===== src/rtl/fsp_pkg.sv =====
package fsp_pkg;

    typedef enum logic [1:0] {
        OP_IDLE  = 2'd0,
        OP_PROG  = 2'd1,
        OP_ERASE = 2'd2
    } op_e;

    // Polling bit value for one lane while an operation runs
    function automatic logic poll_bit(op_e op, logic word_bit);
        return (op == OP_PROG) ? ~word_bit : 1'b0;
    endfunction

    function automatic int max_int(int a, int b);
        return (a > b) ? a : b;
    endfunction

endpackage


===== src/rtl/fsp_timer.sv =====
module fsp_timer
    import fsp_pkg::*;
#(
    parameter int PROG_CYCLES  = 12500,
    parameter int ERASE_CYCLES = 25000000,
    parameter int DATA_W       = 16
) (
    input  logic              clk,
    input  logic              rst,
    input  logic              start_prog,
    input  logic              start_erase,
    input  logic [DATA_W-1:0] wr_data,
    output op_e               op,
    output logic              busy,
    output logic [DATA_W-1:0] last_word
);

    localparam int MAXC = max_int(PROG_CYCLES, ERASE_CYCLES);
    localparam int CW   = $clog2(MAXC + 1);

    logic [CW-1:0] cnt;

    assign busy = (op != OP_IDLE);

    always_ff @(posedge clk) begin
        if (rst) begin
            op        <= OP_IDLE;
            cnt       <= '0;
            last_word <= '0;
        end else if (op == OP_IDLE) begin
            if (start_prog) begin
                op        <= OP_PROG;
                cnt       <= CW'(PROG_CYCLES - 1);
                last_word <= wr_data;
            end else if (start_erase) begin
                op  <= OP_ERASE;
                cnt <= CW'(ERASE_CYCLES - 1);
            end
        end else if (cnt == '0) begin
            op <= OP_IDLE;
        end else begin
            cnt <= cnt - 1'b1;
        end
    end

    AST_START_BUSY: assert property (@(posedge clk) disable iff (rst)
        (!busy && (start_prog || start_erase)) |=> busy);
    AST_CNT_RANGE: assert property (@(posedge clk) disable iff (rst)
        busy |-> (int'(cnt) < MAXC));
    AST_IGNORE_START: assert property (@(posedge clk) disable iff (rst)
        (busy && (start_prog || start_erase)) |=> $stable(last_word));
    AST_PRIO: assert property (@(posedge clk) disable iff (rst)
        (!busy && start_prog && start_erase) |=> (op == OP_PROG));

endmodule


===== src/rtl/fsp_toggle.sv =====
module fsp_toggle (
    input  logic clk,
    input  logic rst,
    input  logic busy,
    input  logic rd_strobe,
    output logic tog
);

    always_ff @(posedge clk) begin
        if (rst) begin
            tog <= 1'b0;
        end else if (busy && rd_strobe) begin
            tog <= ~tog;
        end
    end

    AST_TOG_FLIP: assert property (@(posedge clk) disable iff (rst)
        (busy && rd_strobe) |=> (tog != $past(tog)));
    AST_TOG_HOLD: assert property (@(posedge clk) disable iff (rst)
        !(busy && rd_strobe) |=> $stable(tog));

endmodule


===== src/rtl/fsp_status_mux.sv =====
module fsp_status_mux
    import fsp_pkg::*;
#(
    parameter int LANE_W = 8,
    parameter int LANES  = 2
) (
    input  op_e                      op,
    input  logic                     tog,
    input  logic [LANE_W*LANES-1:0]  last_word,
    input  logic [LANE_W*LANES-1:0]  array_rdata,
    output logic [LANE_W*LANES-1:0]  rd_data
);

    localparam int POLL_POS = LANE_W - 1;
    localparam int TOG_POS  = LANE_W - 2;

    for (genvar l = 0; l < LANES; l++) begin : g_lane
        always_comb begin
            rd_data[l*LANE_W +: LANE_W] = array_rdata[l*LANE_W +: LANE_W];
            if (op != OP_IDLE) begin
                rd_data[l*LANE_W + POLL_POS] = poll_bit(op, last_word[l*LANE_W + POLL_POS]);
                rd_data[l*LANE_W + TOG_POS]  = tog;
            end
        end
    end

endmodule


===== src/rtl/flash_status_poll.sv =====
module flash_status_poll
    import fsp_pkg::*;
#(
    parameter int LANE_W       = 8,
    parameter int LANES        = 2,
    parameter int PROG_CYCLES  = 12500,
    parameter int ERASE_CYCLES = 25000000
) (
    input  logic                    clk,
    input  logic                    rst,
    input  logic                    start_prog,
    input  logic                    start_erase,
    input  logic [LANE_W*LANES-1:0] wr_data,
    input  logic [LANE_W*LANES-1:0] old_word,
    output logic [LANE_W*LANES-1:0] merge_word,
    input  logic                    rd_strobe,
    input  logic [LANE_W*LANES-1:0] array_rdata,
    output logic [LANE_W*LANES-1:0] rd_data,
    output logic                    busy
);

    localparam int DATA_W = LANE_W * LANES;

    op_e               op;
    logic              tog;
    logic [DATA_W-1:0] last_word;

    fsp_timer #(
        .PROG_CYCLES (PROG_CYCLES),
        .ERASE_CYCLES(ERASE_CYCLES),
        .DATA_W      (DATA_W)
    ) i_timer (
        .clk        (clk),
        .rst        (rst),
        .start_prog (start_prog),
        .start_erase(start_erase),
        .wr_data    (wr_data),
        .op         (op),
        .busy       (busy),
        .last_word  (last_word)
    );

    fsp_toggle i_toggle (
        .clk      (clk),
        .rst      (rst),
        .busy     (busy),
        .rd_strobe(rd_strobe),
        .tog      (tog)
    );

    fsp_status_mux #(
        .LANE_W(LANE_W),
        .LANES (LANES)
    ) i_mux (
        .op         (op),
        .tog        (tog),
        .last_word  (last_word),
        .array_rdata(array_rdata),
        .rd_data    (rd_data)
    );

    // Program can only clear bits
    assign merge_word = old_word & wr_data;

    AST_ERASE_ZERO: assert property (@(posedge clk) disable iff (rst)
        (op == OP_ERASE) |-> (rd_data[LANE_W-1] == 1'b0 && rd_data[DATA_W-1] == 1'b0));
    AST_IDLE_PASS: assert property (@(posedge clk) disable iff (rst)
        !busy |-> (rd_data == array_rdata));
    AST_LANES_AGREE: assert property (@(posedge clk) disable iff (rst)
        busy |-> (rd_data[LANE_W-2] == rd_data[DATA_W-2]));

endmodule


===== config.mk =====
export PLATFORM = sky130hd
export DESIGN_NAME = flash_status_poll
export DESIGN_NICKNAME = d
export VERILOG_FILES = /design/src/rtl/fsp_pkg.sv /design/src/rtl/fsp_timer.sv /design/src/rtl/fsp_toggle.sv /design/src/rtl/fsp_status_mux.sv /design/src/rtl/flash_status_poll.sv
export SDC_FILE = /design/constraint.sdc
export NUM_CORES = 1
export LEC_CHECK = 0
export BUFFER_PORTS_ARGS = -buffer_cell sky130_fd_sc_hd__clkbuf_2
export CORE_UTILIZATION = 47
export CTS_CLUSTER_SIZE = 14
export DETAILED_ROUTE_END_ITERATION = 10
export MAX_ROUTING_LAYER = met4
export PLACE_DENSITY = 0.8
export RECOVER_POWER = 100
export SYNTH_ARGS = -nofsm -noshare
export SYNTH_HDL_FRONTEND = slang
export SYNTH_SLANG_ARGS = --single-unit

===== constraint.sdc =====
create_clock -name clk -period 3.35 [get_ports clk]
set_input_delay 0.1675 -clock clk [delete_from_list [all_inputs] [get_ports clk]]
set_output_delay 0.1675 -clock clk [all_outputs]
set_load 0.01 [all_outputs]

==> reports/qor.yml <==
endpoint_kind: "flip-flop"
antenna_left: 0
dpl.cell_count: 336
first_pass_iters: 4
vias: 2002
path_max_fanout: 11
gp_congestion: 0.9832
cts_root_buf: "clkbuf_8"
grt_use_met1_pct: 30.06
hold_start: "wr_data[15]"
max_cap_viol_count: 0
fin_nets: 350
dpl.hpwl_microns: 3635
post_cts_buffers: 0
cts_resized: 0
synth.avg_cell_area_sq_um: 7.598
fmax_ghz: 0.3570
placement_rows: 22
async_reset_ff_share_pct: 0
min-delay-path-class: "in2reg"
cts_tree: "built"
cp_data_required_time_ns: 3.54
cp-startpoint: "i_timer.cnt[4]$_SDFFE_PP0P_"
slew_headroom_pct: 40.54
setup_viol: 0
rsz0062_at_grt: "no"
leakagePower_nw: 0.8596
critPathKind: "reg2reg"
dieArea_sq_mm: 0.004266
reg2reg_from: "i_timer.cnt[4]$_SDFFE_PP0P_"
drive_gt1_share_pct: 17.29
synthTopCellsByArea: "dfxtp_1 (32%), o21ai_0 (6.9%), and2_1 (6.0%)"
ir_drop_mv: 0.4241
grt_overflow: 0
status: "completed"
ctsHtreeMaxLevel: 2
dieWidth_microns: 65.32
syn_nets: 303
synth-seq-cells: 30
report.final.slew_viol_count: 0
critPathLaunchType: "flip-flop"
ys_warn_count: 0
arrival_ns: 2.99
hold_buffers: 0
tightest_slew_ns: 0.8825
timing.final.crit_period_ns: 2.801
die_h_microns: 65.32
start_util_pct: 50.33
syn-cell-area_sq_mm: 0.001884
use_met2_pct: 37.24
clock_insertion_delay_worst_skew_ns: 0.29
grt.total_usage_pct: 24.34
fin_cells: 343
final.setup.tns_ns: 0
grtUsageMet3_pct: 7.986
grt_start_max_net_pins: 18
clock_sinks: 30
post-synth-top-count-cell: "dfxtp_1"
synth_top_area_share_pct: 31.87
drc_errors: 0
grt.busiest_layer: "met2"
fillers: 394
drt_iter0_markers: 111
pin_count: 86
port_buffers: 61
grt_pass1_vias: 1686
ys_top_cells_by_count: "dfxtp_1 (30), o21ai_0 (26), nand2_1 (21)"
coreArea_sq_mm: 0.003744
wl_per_cell_microns: 14.26
drt-vias-per-instance: 5.837
synthCells: 248
synth-seq-area-share_pct: 31.87
fin_crit_sh_pct: 83.61
clockBufferDepth: 2
synth_cell_types: 42
power_density_mw_per_mm2: 465.6
diodes: 0
grt_pass1_wl_microns: 7610
hold-worst-slack_ns: 0.1129
synth_enable_flop_cells: 0
synth_area_leader_cell: "dfxtp_1"
synth_ff_type: "dfxtp_1"
antenna_found_initial: 0
clk_pin_slew_ns: 0.06
area_delta_synth_final_pct: 14.67
routed_wl_microns: 4892
cts_buffers: 5
clock_skew_ns: 0.003937
final_hold_viol_count: 0
report_power, final:
group	total, mW	switching [mW]	internal [mW]
logic	0.304	0.185	0.119
registers	0.432	0.0384	0.394
clock network	0.271	0.128	0.143
state kept, by name, indices dropped and copies added (netlist names):
name               count
i_timer.cnt           25
i_toggle.tog           1
i_timer.last_word      2
i_timer.op             2
metrics by stage:
stage	total power, mW	setup slack [ns]	instance area [sq um]	util (%)
2_1_floorplan	0.6637	0.9344	1884	-
3_3_place_gp	0.7430	0.9502	2136	57.05
3_5_place_dp	0.7496	0.8821	2136	57.05
4_1_cts	1.016	0.8585	2212	59.09
5_1_grt	1.072	0.3956	2161	57.72
6_report	1.006	0.5489	2161	57.72
worst max-delay path, cell delays in order, from the launching register on:
cell and delay, ns:
dfxtp_1 0.34, or3_1 0.49, or4_1 0.71, o31ai_1 0.74, o21ai_0 0.17, a221oi_1 0.26
kinds of logic after synthesis:
logic type	after synthesis	share of synthesized area, %
xor gates and xnor gates	2	0.9298
DFF	30	31.87
and+or+nand+nor	103	30.35
muxes	2	1.062
adders and majority gates	2	1.328
AOI/OAI and AO/OA	75	25.03
buffers and inverters	34	9.429
final cells by class:
| type | instances | area, sq um | share of cell area [%] |
|---|---|---|---|
| multi-input cells | 184 | 1092 | 50.55 |
| flip-flops and latches | 30 | 600.6 | 27.79 |
| repair buffers | 65 | 297.8 | 13.78 |
| clock buffers | 7 | 76.32 | 3.532 |
| well taps | 48 | 60.06 | 2.779 |
| inverters | 9 | 33.78 | 1.563 |
layer usage:
metal  wire length [microns]  vias to the layer above
met2                    2273                       90
met4                     109                        0
met3                     409                       10
met1                    2099                      911
li1                        -                      991
met5                       0                        -
path summary, 6_finish.rpt:
check | end | slack, ns | cells after the start
setup / recovery | i_timer.cnt[11]$_SDFFE_PP0P_ | 0.55 | 5
hold / removal | i_timer.last_word[15]$_SDFFE_PP0P_ | 0.11 | 3
setup reg to reg | i_timer.cnt[11]$_SDFFE_PP0P_ | 0.55 | 5
hold reg to reg | i_timer.last_word[7]$_SDFFE_PP0P_ | 0.46 | 2
layout by cell type, fill, tap and decap left out, drive strengths merged:
master and n:
a41o 1, ha 2, a221oi 3, a211oi 2
nand2 21, a32o 1, inv 9, or2 1
a31oi 6, a311oi 2, or4 11, buf 1
clkbuf 71, o31ai 4, nand4 2, nand2b 2
o21ai 27, o21a 3, nor2 13, a21oi 18
and2 18, nor3 7, xnor2 1, nor4 8
nand3 1, a21boi 1, o2111ai 1, or3b 1
o31a 1, or3 18, o311ai 1, mux2i 2
dfxtp 30, o211ai 3, a21o 1, xor2 1
(Power assumes the default switching activity.)
